`src/rtl/can_txw_pkg.sv`:
```
package can_txw_pkg;
  localparam int ADDR_W     = 3;
  localparam int DATA_W     = 32;
  localparam int ID_W       = 32;
  localparam int DLC_W      = 4;
  localparam int PAY_W      = 64;
  localparam int REMOTE_BIT = 30;
  localparam int EN_BIT     = 0;
  localparam int FLAG_BIT   = 3;
  localparam int CNT_LSB    = 1;
  localparam logic [7:0] COMMIT_KEY = 8'hFF;

  typedef enum logic [ADDR_W-1:0] {
    RA_ID   = 3'd0,
    RA_DLC  = 3'd1,
    RA_DLO  = 3'd2,
    RA_DHI  = 3'd3,
    RA_CTRL = 3'd4,
    RA_PTR  = 3'd5,
    RA_STAT = 3'd6
  } reg_addr_e;

  typedef struct packed {
    logic [ID_W-1:0]  id;
    logic [DLC_W-1:0] dlc;
    logic [PAY_W-1:0] data;
  } frame_t;
endpackage

```
`src/rtl/can_txw_stage.sv`:
```
module can_txw_stage
  import can_txw_pkg::*;
(
  input  logic              clk,
  input  logic              rst,
  input  logic              wr_en,
  input  logic [ADDR_W-1:0] wr_addr,
  input  logic [DATA_W-1:0] wr_data,
  output frame_t            staged
);
  localparam int HALF = PAY_W / 2;

  always_ff @(posedge clk) begin
    if (rst) begin
      staged <= '0;
    end else if (wr_en) begin
      case (wr_addr)
        RA_ID:   staged.id             <= wr_data[ID_W-1:0];
        RA_DLC:  staged.dlc            <= wr_data[DLC_W-1:0];
        RA_DLO:  staged.data[HALF-1:0] <= wr_data[HALF-1:0];
        RA_DHI:  staged.data[PAY_W-1:HALF] <= wr_data[HALF-1:0];
        default: ;
      endcase
    end
  end
endmodule

```
`src/rtl/can_txw_queue.sv`:
```
module can_txw_queue
  import can_txw_pkg::*;
#(
  parameter int DEPTH = 4,
  localparam int PW   = (DEPTH > 1) ? $clog2(DEPTH) : 1,
  localparam int CW   = $clog2(DEPTH + 1)
) (
  input  logic          clk,
  input  logic          rst,
  input  logic          push,
  input  logic          pop,
  input  logic          flush,
  input  frame_t        din,
  output frame_t        dout,
  output logic [CW-1:0] count
);
  frame_t        mem [DEPTH];
  logic [PW-1:0] wp, rp;
  logic          push_ok, pop_ok;

  function automatic logic [PW-1:0] bump(input logic [PW-1:0] p);
    return (p == PW'(DEPTH - 1)) ? '0 : p + 1'b1;
  endfunction

  assign push_ok = push && (count < CW'(DEPTH)) && !flush;
  assign pop_ok  = pop && (count != '0);

  // storage without reset so it maps onto RAM
  always_ff @(posedge clk) begin
    if (push_ok) mem[wp] <= din;
  end

  always_ff @(posedge clk) begin
    if (rst || flush) begin
      wp    <= '0;
      rp    <= '0;
      count <= '0;
    end else begin
      if (push_ok) wp <= bump(wp);
      if (pop_ok)  rp <= bump(rp);
      case ({push_ok, pop_ok})
        2'b10:   count <= count + 1'b1;
        2'b01:   count <= count - 1'b1;
        default: ;
      endcase
    end
  end

  assign dout = mem[rp];
endmodule

```
`src/rtl/can_txw_flag.sv`:
```
module can_txw_flag (
  input  logic clk,
  input  logic rst,
  input  logic set,
  input  logic clr,
  output logic flag
);
  always_ff @(posedge clk) begin
    if (rst)      flag <= 1'b0;
    else if (set) flag <= 1'b1;
    else if (clr) flag <= 1'b0;
  end
endmodule

```
`src/rtl/can_txw_top.sv`:
```
module can_txw_top
  import can_txw_pkg::*;
#(
  parameter int DEPTH = 4
) (
  input  logic              clk,
  input  logic              rst,
  input  logic              wr_en,
  input  logic [ADDR_W-1:0] wr_addr,
  input  logic [DATA_W-1:0] wr_data,
  input  logic              rd_en,
  input  logic [ADDR_W-1:0] rd_addr,
  output logic [DATA_W-1:0] rd_data,
  output logic              tx_valid,
  output logic [ID_W-1:0]   tx_id,
  output logic [DLC_W-1:0]  tx_dlc,
  output logic [PAY_W-1:0]  tx_data,
  input  logic              tx_done,
  output logic              irq
);
  localparam int CW   = $clog2(DEPTH + 1);
  localparam int HALF = PAY_W / 2;

  frame_t        staged, snap, head;
  logic          en_q, commit_w, flush_w, clr_w, pop_set;
  logic [CW-1:0] unsent;

  can_txw_stage u_stage (
    .clk(clk), .rst(rst), .wr_en(wr_en), .wr_addr(wr_addr),
    .wr_data(wr_data), .staged(staged)
  );

  always_ff @(posedge clk) begin
    if (rst) en_q <= 1'b0;
    else if (wr_en && wr_addr == RA_CTRL) en_q <= wr_data[EN_BIT];
  end

  assign commit_w = wr_en && (wr_addr == RA_PTR) && (wr_data[7:0] == COMMIT_KEY) && en_q;
  assign flush_w  = wr_en && (wr_addr == RA_CTRL) && !wr_data[EN_BIT];
  assign clr_w    = wr_en && (wr_addr == RA_STAT) && !wr_data[FLAG_BIT];
  assign pop_set  = tx_done && (unsent != '0);

  always_comb begin
    snap = staged;
    if (staged.id[REMOTE_BIT]) snap.data = '0;
  end

  can_txw_queue #(.DEPTH(DEPTH)) u_queue (
    .clk(clk), .rst(rst), .push(commit_w), .pop(tx_done),
    .flush(flush_w), .din(snap), .dout(head), .count(unsent)
  );

  can_txw_flag u_flag (
    .clk(clk), .rst(rst), .set(pop_set), .clr(clr_w), .flag(irq)
  );

  assign tx_valid = (unsent != '0);
  assign tx_id    = head.id;
  assign tx_dlc   = head.dlc;
  assign tx_data  = head.data;

  always_ff @(posedge clk) begin
    if (rst) begin
      rd_data <= '0;
    end else if (rd_en) begin
      case (rd_addr)
        RA_ID:   rd_data <= staged.id;
        RA_DLC:  rd_data <= DATA_W'(staged.dlc);
        RA_DLO:  rd_data <= DATA_W'(staged.data[HALF-1:0]);
        RA_DHI:  rd_data <= DATA_W'(staged.data[PAY_W-1:HALF]);
        RA_CTRL: rd_data <= (DATA_W'(unsent) << CNT_LSB) | DATA_W'(en_q);
        RA_STAT: rd_data <= DATA_W'(irq) << FLAG_BIT;
        default: rd_data <= '0;
      endcase
    end
  end
endmodule

```
`config.mk`:
```
export PLATFORM = sky130hd
export DESIGN_NAME = can_txw_top
export DESIGN_NICKNAME = d
export VERILOG_FILES = /design/src/rtl/can_txw_pkg.sv /design/src/rtl/can_txw_stage.sv /design/src/rtl/can_txw_queue.sv /design/src/rtl/can_txw_flag.sv /design/src/rtl/can_txw_top.sv
export SDC_FILE = /design/constraint.sdc
export NUM_CORES = 1
export LEC_CHECK = 0
export ABC_AREA = 0
export BUFFER_PORTS_ARGS = -buffer_cell sky130_fd_sc_hd__buf_2
export CAP_MARGIN = 20
export CORE_MARGIN = 3
export CORE_UTILIZATION = 40
export CTS_CLUSTER_SIZE = 10
export DETAILED_ROUTE_END_ITERATION = 6
export PLACE_DENSITY_LB_ADDON = 0.1
export SYNTH_ARGS = -nofsm -noshare
export SYNTH_HDL_FRONTEND = slang
export SYNTH_SLANG_ARGS = --single-unit
```
`constraint.sdc`:
```
create_clock -name clk -period 5.45 [get_ports clk]
set_input_delay 0.8175 -clock clk [delete_from_list [all_inputs] [get_ports clk]]
set_output_delay 0.8175 -clock clk [all_outputs]
set_load 0.005 [all_outputs]
```
After elaboration in Yosys (flattened, before gate mapping)
Memory sizes are Yosys's and may differ from the RTL's. A register that Yosys moved wholly into a read port is not among the register bits.
Index checks and enable logic that the tools add are counted.
{ "word_totals": {"reg_bits": 141, "ramBits": 400, "in_bits": 43, "out_inout_bits": 134, "word_cells": 67, "n_memories": 1} }
{ "classes": {"add_sub_neg": 4, "order_cmp": 1, "n_eq_ne": 16, "n_mux": 11, "bitwise_logic": 1, "reduce_logical": 23} }
{ "memory_table": {"columns": ["memory", "words", "width", "read_ports", "rd_ports_with_merged_regs", "write_ports", "line", "source"], "rows": [
  ["u_queue.mem", 4, 100, 1, 1, 1, "can_txw_queue.sv:17", "frame_t mem [DEPTH];"]
]} }
{ "op_table": {"columns": ["cell", "n"], "rows": [
  ["$pmux 32 s6", 1],
  ["$mux 64", 1],
  ["$eq 3x3->1 const B", 5],
  ["$eq 3x2->1 const B", 4],
  ["$logic_and 1x1->1", 10],
  ["$eq 8x8->1 const B", 1],
  ["$mux 2", 4],
  ["$reduce_and 2->1", 4],
  ["$eq 2x2->1 const B", 3],
  ["$eq 3x1->1 const B", 2],
  ["$logic_not 3->1", 2],
  ["$pmux 3 s2", 1],
  ["$add 2x1->2 const B", 2],
  ["$mux 1", 4],
  ["$or 4x1->4", 1],
  ["$reduce_bool 2->1", 2],
  ["$add 3x1->3 const B", 1],
  ["$logic_not 1->1", 3],
  ["$lt 3x3->1 const B", 1],
  ["$reduce_bool 3->1", 1],
  ["$sub 3x1->3 const B", 1],
  ["$eq 2x1->1 const B", 1],
  ["$logic_or 1x1->1", 1]
]} }

Depth between registers and ports, before layout
Gate-level depths: netlist of run 1.
{ "depth": {"depth_word": 8, "mapped_depth": 10, "depth_no_buf": 9} }

By module
A second synthesis of run 1 with hierarchy kept.
{ "hier_totals": {"cells_unflattened": 1225, "hier_area_um2": 21341.7} }
{ "by_module_without_submodules": {"columns": ["module", "instances", "cells_each", "area_per_inst_um2", "seq_area_each_um2"], "rows": [
  ["can_txw_queue", 1, 572, 14995.6, 12191.7],
  ["can_txw_stage", 1, 365, 4028.9, 2001.9],
  ["can_txw_top", 1, 284, 2278.4, 660.6],
  ["can_txw_flag", 1, 4, 38.8, 20.0]
]} }

Worst setup path before layout of run 1
Ideal clock, no wire load.
{ "synth_path": {"path_type": "input to register", "startpoint": "input port wr_data[0]", "endpoint": "memory u_queue.mem[0][0] in the netlist's numbering, enable pin", "setup_time_ps": 470, "arrival_ps": 3909, "t_required_ps": 4980, "setup_slack_ps": 1071, "cell_stages": 4, "n_path_buf": 1, "cell_sequence": "buf_2 > nand4b_1 > nor4_4 > and2_1"} }
{ "synth_between": {"elab_chain_cells": 7, "elab_cells_between_ends": 10, "cone_classes": "eq/ne (1); mux (2); reduce/logical (7)"} }
{ "synth_lines": {"columns": ["element", "line", "source"], "rows": [
  ["from (decl)", "can_txw_top.sv:10", "input logic [DATA_W-1:0] wr_data,"],
  ["$eq 8x8->1", "can_txw_top.sv:38", "assign commit_w = wr_en && (wr_addr == RA_PTR) && (wr_data[7:0] == COMMIT_KEY) && en_q;"],
  ["$logic_and 1x1->1 (2 in series)", "can_txw_top.sv:38", null],
  ["$logic_and 1x1->1", "can_txw_queue.sv:25", "assign push_ok = push && (count < CW'(DEPTH)) && !flush;"],
  ["$logic_and 1x1->1 *", "can_txw_queue.sv:25", null],
  ["$mux 1 *", "can_txw_queue.sv:30", "if (push_ok) mem[wp] <= din;"],
  ["$mux 1 (implied by the code) *", "can_txw_queue.sv:30", null],
  ["to (decl)", "can_txw_queue.sv:17", null]
]} }
Every way passes the cells marked *; elsewhere a longest branch is shown, timed or not.

==> metrics.yaml, run 1 <==
status: "finished, final reports clean"
layout.cells.non_filler: 2200
syn_nets: 1349
drv_slew: 0
cts_made_buffers: 61
start_kind: "flip-flop"
setup_ws_ns: 1.85
clock_path_buffers: 3
rows: 82
grt_pass1_vias: 11925
path_class: "reg2out"
crit_required_ns: 4.63
syn_inst: 1299
rsz0062_at_grt: "false"
finalNetCount: 1524
maxCapViolations: 0
antenna_found_initial: 1
cp_max_fo: 46
insertion_delay_ns: 0.61
htree_levels: 2
clk_pin_slew_ns: 0.06
core_area_um2: 50600
worst_path_max_delay_cell: "dfxtp_4"
clkSinkCount: 543
area_growth_pct: 16.8
grt_max_degree: 73
cts-root-buf: "clkbuf_16"
worstSetupEndpointType: "primary output"
layout_commonest_cell: "edfxtp_1"
gp_congestion: 0.774
relSlewSlack_pct: 26.6
fmax_ghz: 0.278
fill_cells: 4402
synth_seq_cells: 543
setup_viol: 0
vdd_ir_drop_max_v: 0.000265
drive_above_1_share_pct: 27.2
whs_ns: 0.445
grt_pass1_wl_um: 80100
power.leakage_uw: 0.00852
async_flop_share_pct: 0
die_area_um2: 54400
period_minus_slack_ns: 3.60
hold_viol: 0
first_pass_iters: 5
period_share_pct: 66.1
wire_per_inst_um: 24.7
grt_overflow: 0
post-cts-setup-buffers: 0
grt.total_usage_pct: 20.1
place_hpwl_um: 32400
yosysSeqAreaShare_pct: 72.0
cts-resized-gates: 0
portBuffers: 176
die_w_um: 233
cpPeakStageDelay_ns: 0.89
rrSetupSlack_ns: 2.67
p_per_area_nw_per_um2: 346
vias: 11798
ios: 177
vias_per_cell: 5.36
wl_um: 54300
ant_nets: 0
ys_warn_count: 0
cts_tree: "built"
yosysUniqueCellTypes: 37
place_inst: 2083
tightest_slew_ns: 1.10
layout.cells.most_common_list: "edfxtp_1 (400), nand2_1 (224), buf_2 (175)"
final.setup_skew_ns: 0.0187
setup_tns_ns: 0
synthFlopType: "edfxtp_1"
cts_hold_buf: 0
synth_edf_count: 400
worstPathArrival_ns: 2.78
syn_area_um2: 20700
drcViolationCount: 0
min_path_type: "reg2reg"
place_ws_ns: 2.04
drtIter0Drc: 1000
syn_avg_cell_area_um2: 15.9
initial_utilization_pct: 40.9
die_h_um: 233
crit_chain: "buf_12 -> mux4_2 -> buf_2"
## synth_stat cells, drive strengths merged, types with 3 or more instances
library cell | n | share of area (%)
a21oi | 106 | 2.6
dfxtp | 143 | 14
or3 | 3 | 0.091
mux2 | 36 | 2.0
inv | 10 | 0.18
a22oi | 28 | 1.0
buf | 43 | 1.1
edfxtp | 400 | 58
nand2 | 224 | 4.1
nor2 | 12 | 0.22
nor4bb | 5 | 0.24
and2 | 5 | 0.15
mux2i | 7 | 0.34
nand4b | 3 | 0.13
clkbuf | 42 | 0.76
mux4 | 100 | 11
nor2b | 69 | 2.1
ha | 6 | 0.36
o21ai | 36 | 0.87
## per-stage QoR
step,cell area [um2],power [uW],util [%]
floorplan,20700,4610,-
global placement,22300,4690,44.1
detailed placement,22300,4700,44.1
CTS,24100,8450,47.7
global route,24100,8620,47.7
finish,24100,8350,47.7
## critical path, delay by kind of cell (launching register included)
family / cells / cell delay [ns]
flip-flops: 1 / 0.89
multiplexers: 1 / 0.62
buffers and inverters: 2 / 0.60
## cell type report
cell class / instances / area [um2] / area share, %
flip-flops and latches: 543 / 14900 / 61.7
multi-input cells: 661 / 5430 / 22.5
clock buffers: 114 / 1790 / 7.41
repair buffers: 197 / 1140 / 4.71
well taps: 672 / 841 / 3.48
inverters: 10 / 37.5 / 0.156
clock inverters: 2 / 17.5 / 0.0726
diodes: 1 / 2.50 / 0.0104
## routing by layer
| metal | up-vias | GRT usage, % | routed length, um |
|---|---|---|---|
| li1 | 5262 | - | - |
| met1 | 6129 | 29.7 | 25200 |
| met2 | 330 | 30.7 | 24800 |
| met3 | 77 | 3.48 | 2980 |
| met4 | 0 | 6.00 | 1290 |
| met5 | - | 0 | 0 |
## worst paths after layout
kind	cells past startpoint	endpoint	start
max	3	tx_data[9]	flip-flop
min	2	rd_data[27]	rd_data[27]
max reg2reg	4	u_queue.mem[1][34]	u_queue.count[2]
min reg2reg	2	rd_data[27]	rd_data[27]
## power breakdown
group | switching (uW) | internal (uW) | total, uW | leakage, uW
clock | 1560 | 2180 | 3740 | 0.000858
combinational | 123 | 50.6 | 174 | 0.00253
sequential | 22.5 | 4420 | 4440 | 0.00514
## state kept, by name (all words and copies together) (netlist names), named ones only
signal          flops
u_queue.mem       400
u_stage.staged    100
rd_data            32
u_queue.count       3
u_queue.rp          2
u_queue.wp          2
en_q                1
u_flag.flag         1
## cell families after synthesis
kind of cell	synth area share, %
XOR/XNOR	0.0848
adder cells (fa/ha/maj)	0.460
AND/OR/NAND/NOR	7.42
multiplexers	13.2
flip-flops	72.0
buffers and inverters	2.05
AO/OA/AOI/OAI	4.84
Power figures use the tool's default switching activity.
==> inputs of run 2 (changes only) <==
- ABC_AREA: 0 -> 1
- clock period: 5.45 -> 3.4 ns (I/O delays scaled with it)
==> run 2 against run 1 <==
Clock power rose by 56%. Critical endpoint is now tx_data[45]. Hold slack got worse by 0.25 ns. Count of clock-buffer cells in the layout fell by 3. Clock skew barely moved. Critical path type unchanged. Register-to-register slack got worse by 1.6 ns. Utilization fell by 0.47 points. Synthesized cell count rose by 43%. First-iteration DRC count rose by 21%.
==> metrics.yaml, run 2 <==
vias: 14469  # +23%
maxCapViolations: 0  # unchanged
grt_max_degree: 158  # +120%
relSlewSlack_pct: 35.7  # +9.1 points
vias_per_cell: 5.27  # -1.7%
grt.total_usage_pct: 21.6  # +1.5 points
area_growth_pct: 16.4
min_path_cells: 3  # +1
path_class: "reg2out"
rows: 83  # +1.2%
die_area_um2: 54900  # +0.88%
syn_inst: 1861  # +43%
cp_max_fo: 54  # +17%
finalNetCount: 2063  # +35%
synth_common_cells: "edfxtp_1 (400), nor2_1 (352), o21ai_0 (307), nand2_1 (170), dfxtp_1 (143)"
post-route-util_pct: 47.2  # -0.47 points
worstSetupEndpointType: "primary output"
ios: 177  # unchanged
initial_utilization_pct: 40.6  # -0.29 points
core_area_um2: 51400  # +1.6%
r2r-start: "u_queue.count[2]"
synth_area_leaders: "edfxtp_1 (58%), dfxtp_1 (14%), o21ai_0 (7.4%), nor2_1 (6.3%), nand2_1 (3.1%)"
min_to: "u_stage.staged[72]"
portBuffers: 176  # unchanged
syn_nets: 1911  # +42%
status: "finished, final reports clean"
post-cts-setup-buffers: 0  # unchanged
place_ws_ns: 0.797  # -1.25 ns
grt_pass1_wl_um: 88400  # +10%
synth_top_area_share_pct: 57.6  # -0.52 points
regArea_um2: 14900  # about the same
place_hpwl_um: 36800  # +14%
largest_register_ffs: 400  # unchanged
wire_per_inst_um: 21.9  # -11%
clock_path_buffers: 3  # unchanged
hold_start: "wr_data[4]"
yosysSeqAreaShare_pct: 71.3  # -0.65 points
insertion_delay_ns: 0.62  # about the same
fill_cells: 4753  # +8.0%
clk_pin_slew_ns: 0.06  # about the same
die_w_um: 234  # +0.44%
drv_slew: 0  # unchanged
drcViolationCount: 0  # unchanged
async_flop_share_pct: 0  # unchanged
synth_edf_count: 400  # unchanged
design_area_um2: 24300  # +0.63%
min_path_type: "in2reg"
cts-resized-gates: 0  # unchanged
htree_levels: 2  # unchanged
die_h_um: 234  # +0.44%
cts_made_buffers: 60  # -1.6%
multi_input_area_um2: 5160  # -4.9%
drive_above_1_share_pct: 14.1  # -13 points
setup_viol: 0  # unchanged
worstPathArrival_ns: 2.48  # -0.30 ns
layout_commonest_cell: "edfxtp_1"
total_power_uw: 13300  # +60%
synthFlopType: "edfxtp_1"
ant_nets: 0  # unchanged
grt_pass1_vias: 13411  # +12%
reg_top3: "u_queue.mem x400, u_stage.staged x100, rd_data x32"
ys_warn_count: 0  # unchanged
period_share_pct: 88.1
yosysUniqueCellTypes: 26  # -30%
r2r-end: "u_queue.mem[1][32]"
gp_congestion: 0.852  # +10%
rsz0062_at_grt: "false"
vdd_ir_drop_max_v: 0.000351  # +32%
cts_tree: "built"
hold_viol: 0  # unchanged
syn_avg_cell_area_um2: 11.2  # -30%
syn_area_um2: 20900  # +0.91%
antenna_found_initial: 1  # unchanged
rrSetupSlack_ns: 1.11  # -1.56 ns
period_minus_slack_ns: 2.99
setup_tns_ns: 0  # unchanged
cts_hold_buf: 0  # unchanged
synth_seq_cells: 543  # unchanged
tightest_slew_ns: 0.959  # -0.143 ns
p_per_area_nw_per_um2: 549  # +59%
crit_required_ns: 2.89  # -1.74 ns
yosysTopAreaCell: "edfxtp_1"
layout.cells.most_common_list: "edfxtp_1 (400), nor2_1 (348), o21ai_0 (307)"
drtIter0Drc: 1211  # +21%
synth.most_common_cell: "edfxtp_1"
reg2reg_depth: 6  # +2
setup_ws_ns: 0.405  # -1.44 ns
fmax_ghz: 0.334
power.leakage_uw: 0.00873  # +2.4%
antenna_cells: 0  # -1
clkSinkCount: 543  # unchanged
first_pass_iters: 5  # unchanged
final.setup_skew_ns: 0.0188  # +0.000154 ns
postPlaceCellArea_um2: 22600  # +1.0%
wl_um: 60100  # +11%
cts-root-buf: "clkbuf_16"
largest-register: "u_queue.mem"
grt_overflow: 0  # unchanged
start_kind: "flip-flop"
## run 2: cell types whose count changed in the layout (fill, tap and decap cells not counted), sizes merged, moves of 7 or more
cell | previous run | this run
nor2 | 12 | 352
o21ai | 36 | 307
mux4 | 100 | 0
o22ai | 0 | 100
inv | 12 | 91
nor2b | 69 | 0
nand2 | 224 | 170
nand3 | 0 | 47
mux2 | 36 | 0
a22oi | 28 | 0
buf | 197 | 211
nand4 | 1 | 9
mux2i | 7 | 0
## run 2: cell type report
cell class | count | area share, %
clock buffer | 111 | 7.01
tap | 680 | 3.50
clock inverter | 2 | 0.103
inverter | 91 | 1.43
timing repair buffer | 211 | 5.43
sequential | 543 | 61.3
multi-input combinational | 1106 | 21.3
## run 2: kinds of logic after synthesis
logic type	after synthesis	synth area share [%]
buffers and inverters	212	4.13
DFF	543	71.3
and+or+nand+nor	583	11.0
xor gates and xnor gates	1	0.0420
AOI/OAI and AO/OA	515	13.0
adders and majority gates	7	0.456
## run 2: power by group
| group | internal, uW | switching [uW] | leakage (uW) | total (uW) |
|---|---|---|---|---|
| Sequential | 7120 | 46.2 | 0.00487 | 7160 |
| Clock | 3330 | 2510 | 0.000817 | 5840 |
| Combinational | 78.4 | 247 | 0.00303 | 325 |
## run 2: per-layer routing
| layer | wire length (um) | part of all wire (%) | up-vias | track usage, % |
|---|---|---|---|---|
| met1 | 29600 | 49 | 7142 | 33.7 |
| met3 | 3170 | 5.3 | 64 | 3.06 |
| li1 | - | - | 6861 | - |
| met2 | 26300 | 44 | 400 | 31.8 |
| met4 | 991 | 1.6 | 2 | 5.02 |
| met5 | 13 | 0.022 | - | 0 |
## run 2: how the worst max path moves through the flow
stage                    endpoint  slack [ns]  depth (start not counted)
2_1_floorplan   u_queue.mem[0][0]       -0.62                          5
3_3_place_gp   u_queue.mem[1][36]        0.79                          7
3_5_place_dp   u_queue.mem[1][36]        0.80                          7
4_1_cts               tx_data[45]        0.39                          5
5_1_grt                 tx_id[20]        0.31                          5
6_report              tx_data[45]        0.41                          5
## run 2: per-stage QoR
step           instances  hold slack (ns)
2_1_floorplan       1861            0.445
3_3_place_gp        2631            0.452
3_5_place_dp        2631            0.454
4_1_cts             2744            0.164
5_1_grt             2744            0.211
6_report            2744            0.194
## run 2: worst max-delay path, stage by stage, from the launching register on
cell	delay, ns
dfxtp_4	0.37
inv_6	0.31
buf_4	0.41
o21ai_0	0.12
o22ai_1	0.37
buf_2	0.20
